File: config.mk
export PLATFORM = sky130hd
export DESIGN_NAME = uart_tx_prio
export DESIGN_NICKNAME = d
export VERILOG_FILES = /design/src/rtl/tx_pkg.sv /design/src/rtl/tx_queue.sv /design/src/rtl/tx_baud.sv /design/src/rtl/tx_shifter.sv /design/src/rtl/uart_tx_prio.sv
export SDC_FILE = /design/constraint.sdc
export NUM_CORES = 2
export LEC_CHECK = 0
export BUFFER_PORTS_ARGS = -buffer_cell sky130_fd_sc_hd__buf_2
export CELL_PAD_IN_SITES_DETAIL_PLACEMENT = 1
export CELL_PAD_IN_SITES_GLOBAL_PLACEMENT = 1
export CORE_MARGIN = 8
export CORE_UTILIZATION = 45
export DETAILED_ROUTE_END_ITERATION = 16
export GPL_ROUTABILITY_DRIVEN = 0
export GPL_TIMING_DRIVEN = 0
export MAX_ROUTING_LAYER = met4
export PLACE_DENSITY = 0.74
export SLEW_MARGIN = 20
export SYNTH_ARGS = -nofsm -noshare
export SYNTH_HDL_FRONTEND = slang
export SYNTH_SLANG_ARGS = --single-unit
File: constraint.sdc
create_clock -name clk -period 4.85 [get_ports clk]
set_input_delay 0.2425 -clock clk [delete_from_list [all_inputs] [get_ports clk]]
set_output_delay 0.2425 -clock clk [all_outputs]
set_load 0.01 [all_outputs]
File: src/rtl/tx_pkg.sv
package tx_pkg;

    localparam int FRAME_W = 12;

    typedef struct packed {
        logic stop2;
        logic par_en;
        logic par_even;
        logic data8;
    } frame_cfg_t;

    typedef struct packed {
        logic cts_fc;
        logic rts_tog;
        logic brk;
        logic loopb;
        logic dtr;
        logic rts;
        logic tx_en;
    } line_ctl_t;

    typedef struct packed {
        logic [FRAME_W-1:0] bits;
        logic [3:0]         len;
    } frame_t;

    // Serialise one byte into a frame vector, LSB first (start bit at index 0).
    function automatic frame_t build_frame(frame_cfg_t cfg, logic [7:0] d);
        frame_t f;
        logic   par;
        int     n;
        f.bits = '1;
        f.bits[0] = 1'b0;
        n = 1;
        for (int i = 0; i < 8; i++) begin
            if (i < 7 || cfg.data8) begin
                f.bits[n] = d[i];
                n++;
            end
        end
        par = cfg.data8 ? ^d : ^d[6:0];
        if (!cfg.par_even) par = ~par;
        if (cfg.par_en) begin
            f.bits[n] = par;
            n++;
        end
        n = n + (cfg.stop2 ? 2 : 1);
        f.len = 4'(n);
        return f;
    endfunction

endpackage

File: src/rtl/tx_queue.sv
module tx_queue #(
    parameter int DEPTH = 255,
    parameter int W     = 8,
    localparam int AW   = (DEPTH > 1) ? $clog2(DEPTH) : 1,
    localparam int CW   = $clog2(DEPTH + 1)
) (
    input  logic          clk,
    input  logic          rst,
    input  logic          wr,
    input  logic [W-1:0]  wdata,
    input  logic          rd,
    output logic [W-1:0]  rdata,
    output logic [CW-1:0] count,
    output logic          empty,
    output logic          full
);
    logic [W-1:0]  mem [DEPTH];
    logic [AW-1:0] wptr, rptr;
    logic          do_wr, do_rd;

    assign empty = (count == '0);
    assign full  = (count == CW'(DEPTH));
    assign do_wr = wr && !full;
    assign do_rd = rd && !empty;
    assign rdata = mem[rptr];

    always_ff @(posedge clk) begin
        if (do_wr) mem[wptr] <= wdata;
    end

    always_ff @(posedge clk) begin
        if (rst) begin
            wptr  <= '0;
            rptr  <= '0;
            count <= '0;
        end else begin
            if (do_wr) wptr <= (wptr == AW'(DEPTH - 1)) ? '0 : wptr + 1'b1;
            if (do_rd) rptr <= (rptr == AW'(DEPTH - 1)) ? '0 : rptr + 1'b1;
            case ({do_wr, do_rd})
                2'b10:   count <= count + 1'b1;
                2'b01:   count <= count - 1'b1;
                default: count <= count;
            endcase
        end
    end

    AST_FULL_WRITE_DROPPED: assert property (@(posedge clk) disable iff (rst)
        (full && wr && !rd) |=> (count == $past(count)));

endmodule

File: src/rtl/tx_baud.sv
module tx_baud #(
    parameter int PRESCALE = 10,
    localparam int PW = (PRESCALE > 1) ? $clog2(PRESCALE) : 1
) (
    input  logic        clk,
    input  logic        rst,
    input  logic [15:0] div,
    output logic        tick
);
    logic [PW-1:0] pre;
    logic [15:0]   dcnt;
    logic          pre_wrap;

    assign pre_wrap = (pre == PW'(PRESCALE - 1));
    assign tick     = pre_wrap && (dcnt >= div);

    always_ff @(posedge clk) begin
        if (rst) begin
            pre  <= '0;
            dcnt <= '0;
        end else if (pre_wrap) begin
            pre  <= '0;
            dcnt <= (dcnt >= div) ? '0 : dcnt + 1'b1;
        end else begin
            pre <= pre + 1'b1;
        end
    end
endmodule

File: src/rtl/tx_shifter.sv
module tx_shifter
    import tx_pkg::*;
(
    input  logic       clk,
    input  logic       rst,
    input  logic       tick,
    input  logic       start_ok,
    input  frame_cfg_t cfg,
    input  logic [7:0] hold_data,
    output logic       take,
    output logic       busy,
    output logic       serial
);
    logic [FRAME_W-1:0] sh;
    logic [3:0]         left;
    frame_t             nxt;

    assign nxt    = build_frame(cfg, hold_data);
    assign take   = tick && (left <= 4'd1) && start_ok;
    assign busy   = (left != '0);
    assign serial = busy ? sh[0] : 1'b1;

    always_ff @(posedge clk) begin
        if (rst) begin
            sh   <= '1;
            left <= '0;
        end else if (tick) begin
            if (take) begin
                sh   <= nxt.bits;
                left <= nxt.len;
            end else if (busy) begin
                sh   <= {1'b1, sh[FRAME_W-1:1]};
                left <= left - 1'b1;
            end
        end
    end
endmodule

File: src/rtl/uart_tx_prio.sv
module uart_tx_prio
    import tx_pkg::*;
#(
    parameter int FIFO_DEPTH = 255,
    parameter int PRIO_DEPTH = 32,
    parameter int PRESCALE   = 10
) (
    input  logic        clk,
    input  logic        rst,
    input  logic        fifo_wr,
    input  logic [7:0]  fifo_wdata,
    input  logic        prio_wr,
    input  logic [7:0]  prio_wdata,
    input  logic [3:0]  frame_cfg,
    input  logic [6:0]  line_ctl,
    input  logic [15:0] baud_div,
    input  logic        cts,
    input  logic        xoff_set,
    input  logic        xoff_override,
    output logic        txd,
    output logic        loop_out,
    output logic        dtr,
    output logic        rts,
    output logic [$clog2(FIFO_DEPTH+1)-1:0] tx_count,
    output logic [7:0]  prio_status,
    output logic        fifo_empty,
    output logic        shift_empty,
    output logic        drained
);
    localparam int PCW = $clog2(PRIO_DEPTH + 1);

    line_ctl_t  ctl;
    frame_cfg_t cfg;
    assign ctl = line_ctl_t'(line_ctl);
    assign cfg = frame_cfg_t'(frame_cfg);

    logic [7:0]     fifo_rdata, prio_rdata, hold_data;
    logic [PCW-1:0] prio_count;
    logic           prio_empty, fifo_full, prio_full;
    logic           hold_full, pick_prio, pick_fifo;
    logic           tick, take, busy, serial, xoff_held, gate_ok;

    assign pick_prio = !hold_full && !prio_empty;
    assign pick_fifo = !hold_full && prio_empty && ctl.tx_en && !fifo_empty;

    tx_queue #(.DEPTH(FIFO_DEPTH), .W(8)) u_fifo (
        .clk(clk), .rst(rst), .wr(fifo_wr), .wdata(fifo_wdata),
        .rd(pick_fifo), .rdata(fifo_rdata), .count(tx_count),
        .empty(fifo_empty), .full(fifo_full)
    );

    tx_queue #(.DEPTH(PRIO_DEPTH), .W(8)) u_prio (
        .clk(clk), .rst(rst), .wr(prio_wr), .wdata(prio_wdata),
        .rd(pick_prio), .rdata(prio_rdata), .count(prio_count),
        .empty(prio_empty), .full(prio_full)
    );

    tx_baud #(.PRESCALE(PRESCALE)) u_baud (
        .clk(clk), .rst(rst), .div(baud_div), .tick(tick)
    );

    // Holding stage: urgent queue wins whenever the slot is free.
    always_ff @(posedge clk) begin
        if (rst) begin
            hold_full <= 1'b0;
            hold_data <= '0;
        end else if (pick_prio || pick_fifo) begin
            hold_full <= 1'b1;
            hold_data <= pick_prio ? prio_rdata : fifo_rdata;
        end else if (take) begin
            hold_full <= 1'b0;
        end
    end

    // Software hold-off; override wins over a simultaneous set.
    always_ff @(posedge clk) begin
        if (rst)                xoff_held <= 1'b0;
        else if (xoff_override) xoff_held <= 1'b0;
        else if (xoff_set)      xoff_held <= 1'b1;
    end

    assign gate_ok = !(ctl.cts_fc && !cts) && !xoff_held;

    tx_shifter u_shift (
        .clk(clk), .rst(rst), .tick(tick), .start_ok(hold_full && gate_ok),
        .cfg(cfg), .hold_data(hold_data), .take(take), .busy(busy),
        .serial(serial)
    );

    logic line_bit;
    assign line_bit    = ctl.brk ? 1'b0 : serial;
    assign txd         = ctl.loopb ? 1'b1 : line_bit;
    assign loop_out    = ctl.loopb ? line_bit : 1'b1;
    assign dtr         = ctl.dtr;
    assign rts         = ctl.rts_tog ? (hold_full || busy) : ctl.rts;
    assign shift_empty = !hold_full && !busy;
    assign drained     = fifo_empty && shift_empty;
    assign prio_status = {!prio_empty, 7'(prio_count)};

    AST_NORMAL_AFTER_URGENT: assert property (@(posedge clk) disable iff (rst)
        (tx_count < $past(tx_count)) |-> $past(prio_empty));
    AST_DISABLED_QUEUE_STILL: assert property (@(posedge clk) disable iff (rst)
        (!line_ctl[0]) |=> (tx_count >= $past(tx_count)));
    AST_CTS_NO_START: assert property (@(posedge clk) disable iff (rst)
        $rose(busy) |-> $past(!(line_ctl[6] && !cts)));
    AST_XOFF_NO_START: assert property (@(posedge clk) disable iff (rst)
        $rose(busy) |-> !$past(xoff_held));
    AST_FULL_FLAGS_MATCH: assert property (@(posedge clk) disable iff (rst)
        fifo_full |-> !fifo_empty && !(prio_full && prio_empty));

endmodule

* After elaboration in Yosys (flattened, before gate mapping)
Memories as Yosys holds them, arrays and structs flattened. A register that Yosys moved wholly into a read port is not among the register bits. Cells that the tools add are included.
Storage, ports and cells: bits in writable memories 2296, input bits 50, output and inout bits 23, register bits after elaboration 86, memories kept 2
Memories:
- u_fifo.mem | words 255, width 8, rd ports 1, clocked after Yosys merged registers in 1, wr ports 1, line tx_queue.sv:17 | logic [W-1:0] mem [DEPTH];
- u_prio.mem | words 32, width 8, rd ports 1, clocked after Yosys merged registers in 1, wr ports 1, line tx_queue.sv:17
Operators by class: bitwise gates (word level) 1, reduce and logical (&&, ||, !) cells 40, mux-type cells 37, equality and inequality tests 11, magnitude comparators 4, $add $sub $neg 13
Operators by type and width (count):
- 2-to-1 mux 8 bit | 5
- 2-to-1 mux 12 bit | 3
- greater-or-equal comparator 32 x 1 -> 1 bit, second input constant | 1
- < comparator 32 x 6 -> 1 bit, second input constant | 1
- adder 8 x 1 -> 8 bit, second input constant | 3
- equality test 8 bit, second input constant | 3
- 2-to-1 mux 5 bit | 4
- logical AND 1 bit | 17
- adder 16 x 1 -> 16 bit, second input constant | 1
- greater-or-equal comparator 16 bit | 1
- 2-to-1 mux 16 bit | 1
- one-hot mux 8 bit (2 select lines) | 1
- 2-to-1 mux 1 bit | 15
- bitwise mux 12 bit | 1
- 2-to-1 mux 4 bit | 3
- one-hot mux 6 bit (2 select lines) | 1
- adder 5 x 1 -> 5 bit, second input constant | 2
- equality test 5 bit, second input constant | 2
- zero test 1 bit | 9
- 2-to-1 mux 9 bit | 1
- adder 4 x 1 -> 4 bit, second input constant | 2
- zero test 8 bit | 1
- nonzero test 2 bit | 4
- XOR reduction 8 bit | 1
- other kinds (19) | 23

* Logic depth before layout (Yosys ltp)
depth in word-level cells 8, depth in mapped cells 19, gate-level depth less buffers 15

* Hierarchy
A second synthesis with hierarchy kept.
Second synthesis, totals: cells, all modules 5056, area total of the unflattened synthesis 95665.5 µm²
Modules (own cells, without submodules):
- tx_queue (u_fifo) | cells each 4108, instances 1, area an instance 81663.3 µm²
- tx_queue (u_prio) | cells each 634, instances 1, area an instance 11218.3 µm²
- tx_baud | cells each 158, instances 1, area an instance 1308.8 µm²
- tx_shifter | cells each 91, instances 1, area an instance 860.8 µm²
- uart_tx_prio | cells each 65, instances 1, area an instance 614.3 µm²

* Worst setup path before layout
Ideal clock, no wire load.
kind flip-flop to flip-flop, start point reg u_prio.count[0], end point reg u_fifo.count[6], period minus slack after synthesis 3998 ps, setup time 128 ps, path buffers 3, arrival 3870 ps, slack 852 ps, data required time 4722 ps, cell stages (with the launch flop) 19, cell sequence dfxtp_1 -> or4_4 -> nor4_4 -> nand3_4 -> inv_2 -> clkbuf_1 -> ha_1 -> clkbuf_1 -> clkbuf_1 -> xor2_1 -> ha_1 -> o21a_1 -> o22a_1 -> a21oi_1 -> nor3b_1 -> o21ai_0 -> a21oi_1 -> xnor2_1 -> nor2_1
On the way: longest elaborated chain between the ends 7
Ends and longest elaborated chain:
- from (decl) | line tx_queue.sv:13 | output logic [CW-1:0] count,
- from (signal assigned) | line tx_queue.sv:40 | 2'b10: count <= count + 1'b1;
- from (signal assigned) | line tx_queue.sv:41 | 2'b01: count <= count - 1'b1;
- from (signal assigned) | line tx_queue.sv:42 | default: count <= count;
- zero test 6 bit (*) | line tx_queue.sv:21 | assign empty = (count == '0);
- logical AND 1 bit (*) (3 in series) | line uart_tx_prio.sv:44 | assign pick_fifo = !hold_full && prio_empty && ctl.tx_en && !fifo_empty;
- logical AND 1 bit (*) | line tx_queue.sv:24 | assign do_rd = rd && !empty;
- equality test 2 x 1 -> 1 bit or equality test 2 bit (tied branches) | line tx_queue.sv:39 | case ({do_wr, do_rd})
- one-hot mux 8 bit (2 select lines) or nonzero test 2 bit (tied branches)
- to (signal assigned) | line tx_queue.sv:40
- to (signal assigned) | line tx_queue.sv:41
- to (signal assigned) | line tx_queue.sv:42
- to (decl) | line tx_queue.sv:13
Every way passes the cells marked *; elsewhere a longest branch is shown, timed or not. A chain may end at the register's enable or synchronous reset.

==> flow_summary.toml <==
[worst_setup_path]
r2r_cells = 9
rrSetupSlack_ns = -0.26
path_buf_inv = 2
critPathArrivalTime_ns = 5.80
timing.setup.critical_path_class = "reg2reg"
crit_path_frequent_cell = "o2111ai_1"
start_kind = "flip-flop"
cp.depth = 9
slowest_delay_ns = 1.01
slowest_stage = "clkbuf_1"
worstPathMaxFanout = 10
crit_path_end_kind = "flip-flop"
timing.rr.end = "hold_data[0]"
endpoint = "hold_data[0]"
required_ns = 5.54
crit_chain = "buf_2 -> clkbuf_1 -> nand2b_1 -> a2111oi_0 -> a31oi_1 -> o2111ai_1 -> nand4_1 -> o2111ai_1 -> a21oi_1"
cp_top_family = "compound AO/OA/AOI/OAI gates"

[detailed_routing]
drcViolationCount = 0
drtAntennaViolNets = 0
drtIter0Drc = 9182
avgViaCountPerCell = 6.60
wl_um = 326000
wl_per_cell_um = 40.3
detailedRoute.firstPassIterationCount = 7
vias = 53400

[global_route]
grt_pass1_wl_um = 441000
gr-total-overflow = 0
antenna_found_initial = 26
grtUsageTotal = 0.293
grt_pass1_vias = 53400
grt_max_degree = 134

[die]
die_x_um = 474
start_util = 0.451
die_area_sq_um = 225000
die_h_um = 474
io_pins = 73
row_count = 168
coreArea_sq_um = 209000

[pwr]
p_sw_mw = 16.2
irDropWorstVdd_uv = 465
power_frac_comb = 0.230
p_seq_frac = 0.426
powerDensity_nw_per_um2 = 501
power.clock.fraction = 0.345
p_sw_frac = 0.301
internal_power_mw = 37.6
p_leak_nw = 32.8

[layout]
final_nets = 5164
fillers = 18700
mostFrequentLayoutCell = "edfxtp_1"
design_area_sq_um = 107000
layout_common_cells = "2296 x edfxtp_1, 575 x mux4_2, 388 x nor2_1, 231 x clkbuf_16, 161 x mux2i_1"
area_growth_syn_to_layout_pct = 13.7
drive_above_1_share = 0.237

[clock_tree]
clk_latency_ns = 0.91
cts_max_level = 4
cts_tree = "done"
cts.sinks = 2393
clockRootBuffer = "clkbuf_16"
post_cts_buffers = 0
numCtsBuffers = 230
clkTransAtPathRegs_ns = 0.07
cts.path.max_buffers = 3

[yosys]
synthArstFlopShare = 0
ys_seq_elements = 2393
synth_area_sq_um = 94400
yosysTopAreaCellShare = 0.730
synthCells = 4708
synth_area_leader_cell = "edfxtp_1"
ys_warn_count = 0
avgSynthCellArea_sq_um = 20.1
netlist_top_cells_area = "edfxtp_1 73%, mux4_2 14%, dfxtp_1 2.1%"
yosysUniqueCellTypes = 82
synth_seq_area_share = 0.751
ys.flop_type = "edfxtp_1"
synth_nets = 4806
synth_edf_count = 2296

[timing]
slew_headroom = 0.123
setup_viol = 8
rsz0062_at_grt = "no"
slew_viol_final = 0
hold_slack_ns = 0.0845
finalWorstPathRequiredPeriod_ns = 5.11
skew_ns = 0.0900
worst_pin_slew_ns = 1.32
hold_viol = 0
finalCritPeriodShare = 1.05
setup_ws_ns = -0.265
fmax_ghz = 0.196

[hold_path]
min_path_type = "in2reg"

[outcome]
status = "finished, violations left"
violations = "setup timing"

[place]
numPortBuffers = 70
dp.final_hpwl_um = 215000
placed_cell_area_sq_um = 99200

[run]
cap_viol_max_count = 0
[cells by family (layout without fill, tap and decap cells)]
kind of cell	Yosys count	in the layout	synth area share
compound gates	417	417	0.0301
xor+xnor	49	49	0.00455
fa+ha+maj	48	48	0.00652
buf+inv	319	869	0.0188
flops	2393	2393	0.751
mux	742	742	0.155
other cells	1	27	0.0000397
simple gates	739	739	0.0342
[metrics by stage]
| stage | utilization | power, mW | setup WS [ns] | std cells | setup TNS [ns] |
|---|---|---|---|---|---|
| finish | 0.513 | 53.8 | -0.265 | 8089 | -1.59 |
| global route | 0.513 | 54.5 | 0.0268 | 8085 | 0 |
| CTS | 0.513 | 53.5 | -0.0259 | 8064 | -0.0259 |
| detailed placement | 0.474 | 35.3 | -0.672 | 7615 | -3.26 |
| global placement | 0.470 | 35.0 | -1.29 | 7583 | -8.63 |
| floorplan | - | 29.8 | 0.852 | 4708 | 0 |
[how the worst min path moves through the flow]
stage | to | startpoint | slack (ns) | cells past startpoint
finish | u_baud.dcnt[1] | baud_div[15] | 0.08 | 7
floorplan | xoff_held | xoff_override | 0.32 | 1
CTS | u_baud.dcnt[1] | baud_div[12] | 0.03 | 6
detailed placement | xoff_held | xoff_override | 0.42 | 2
global placement | xoff_held | xoff_override | 0.41 | 2
global route | u_fifo.wptr[1] | fifo_wr | 0.09 | 5
[final cells by class]
cell class	count	area (sq um)	share of cell area
Sequential cell	2393	70900	0.660
Multi-Input combinational cell	1996	21800	0.203
Clock buffer	268	5930	0.0552
Tap cell	2805	3510	0.0327
Clock inverter	156	1780	0.0166
Buffer	272	1700	0.0159
Timing Repair Buffer	129	1480	0.0138
Inverter	44	165	0.00154
Antenna cell	26	65.1	0.000606
[per-layer routing]
layer	GRT usage	up-vias	share of wire
met5	-	-	0
met4	0.189	0	0.079
met3	0.0860	1035	0.13
met2	0.427	4341	0.45
met1	0.360	27900	0.35
li1	-	20100	-
[worst register-to-register path: cells and delay by family, from the launching register on]
family	cells	cell delay, ns
AO/OA/AOI/OAI	5	1.73
AND/OR/NAND/NOR	2	0.99
buffers and inverters	2	1.54
flip-flops	1	0.66
[cell usage after synthesis (all sizes together) (20+ instances only)]
| cell | instances |
|---|---|
| a22oi | 23 |
| nor3 | 31 |
| ha | 46 |
| nor2 | 394 |
| o221ai | 56 |
| dfxtp | 97 |
| a211oi | 20 |
| a31oi | 22 |
| xor2 | 24 |
| a21oi | 108 |
| nand2 | 157 |
| edfxtp | 2296 |
| inv | 43 |
| clkbuf | 128 |
| buf | 147 |
| nand3 | 48 |
| mux4 | 576 |
| o21ai | 47 |
| xnor2 | 25 |
| o22ai | 50 |
| mux2i | 161 |
[power groups by stage]
stage,combinational [mW],clock [mW],sequential (mW)
6_report,12.4,18.5,22.9
4_1_cts,12.0,18.5,22.9
2_1_floorplan,6.48,0,23.3
5_1_grt,12.4,19.2,22.9
3_3_place_gp,11.6,0,23.4
3_5_place_dp,11.9,0,23.3
[sequential cells by signal, summed over array words and instances (netlist names), 6 cells and up, named ones only]
name          cells
u_prio.count      6
hold_data         8
u_shift.sh       10
u_baud.dcnt      16
u_fifo.rptr       8
u_fifo.wptr       8
u_prio.mem      256
u_fifo.count      8
u_fifo.mem     2040
[what timing repair did]
item	in CTS	in global routing
hold endpoints to repair	721	0
endpoints found under the setup margin	9	6
gates cloned	0	0
hold buffers	27	0
gates resized for setup	22	6
Note: power is estimated with default switching activity, not from simulation.
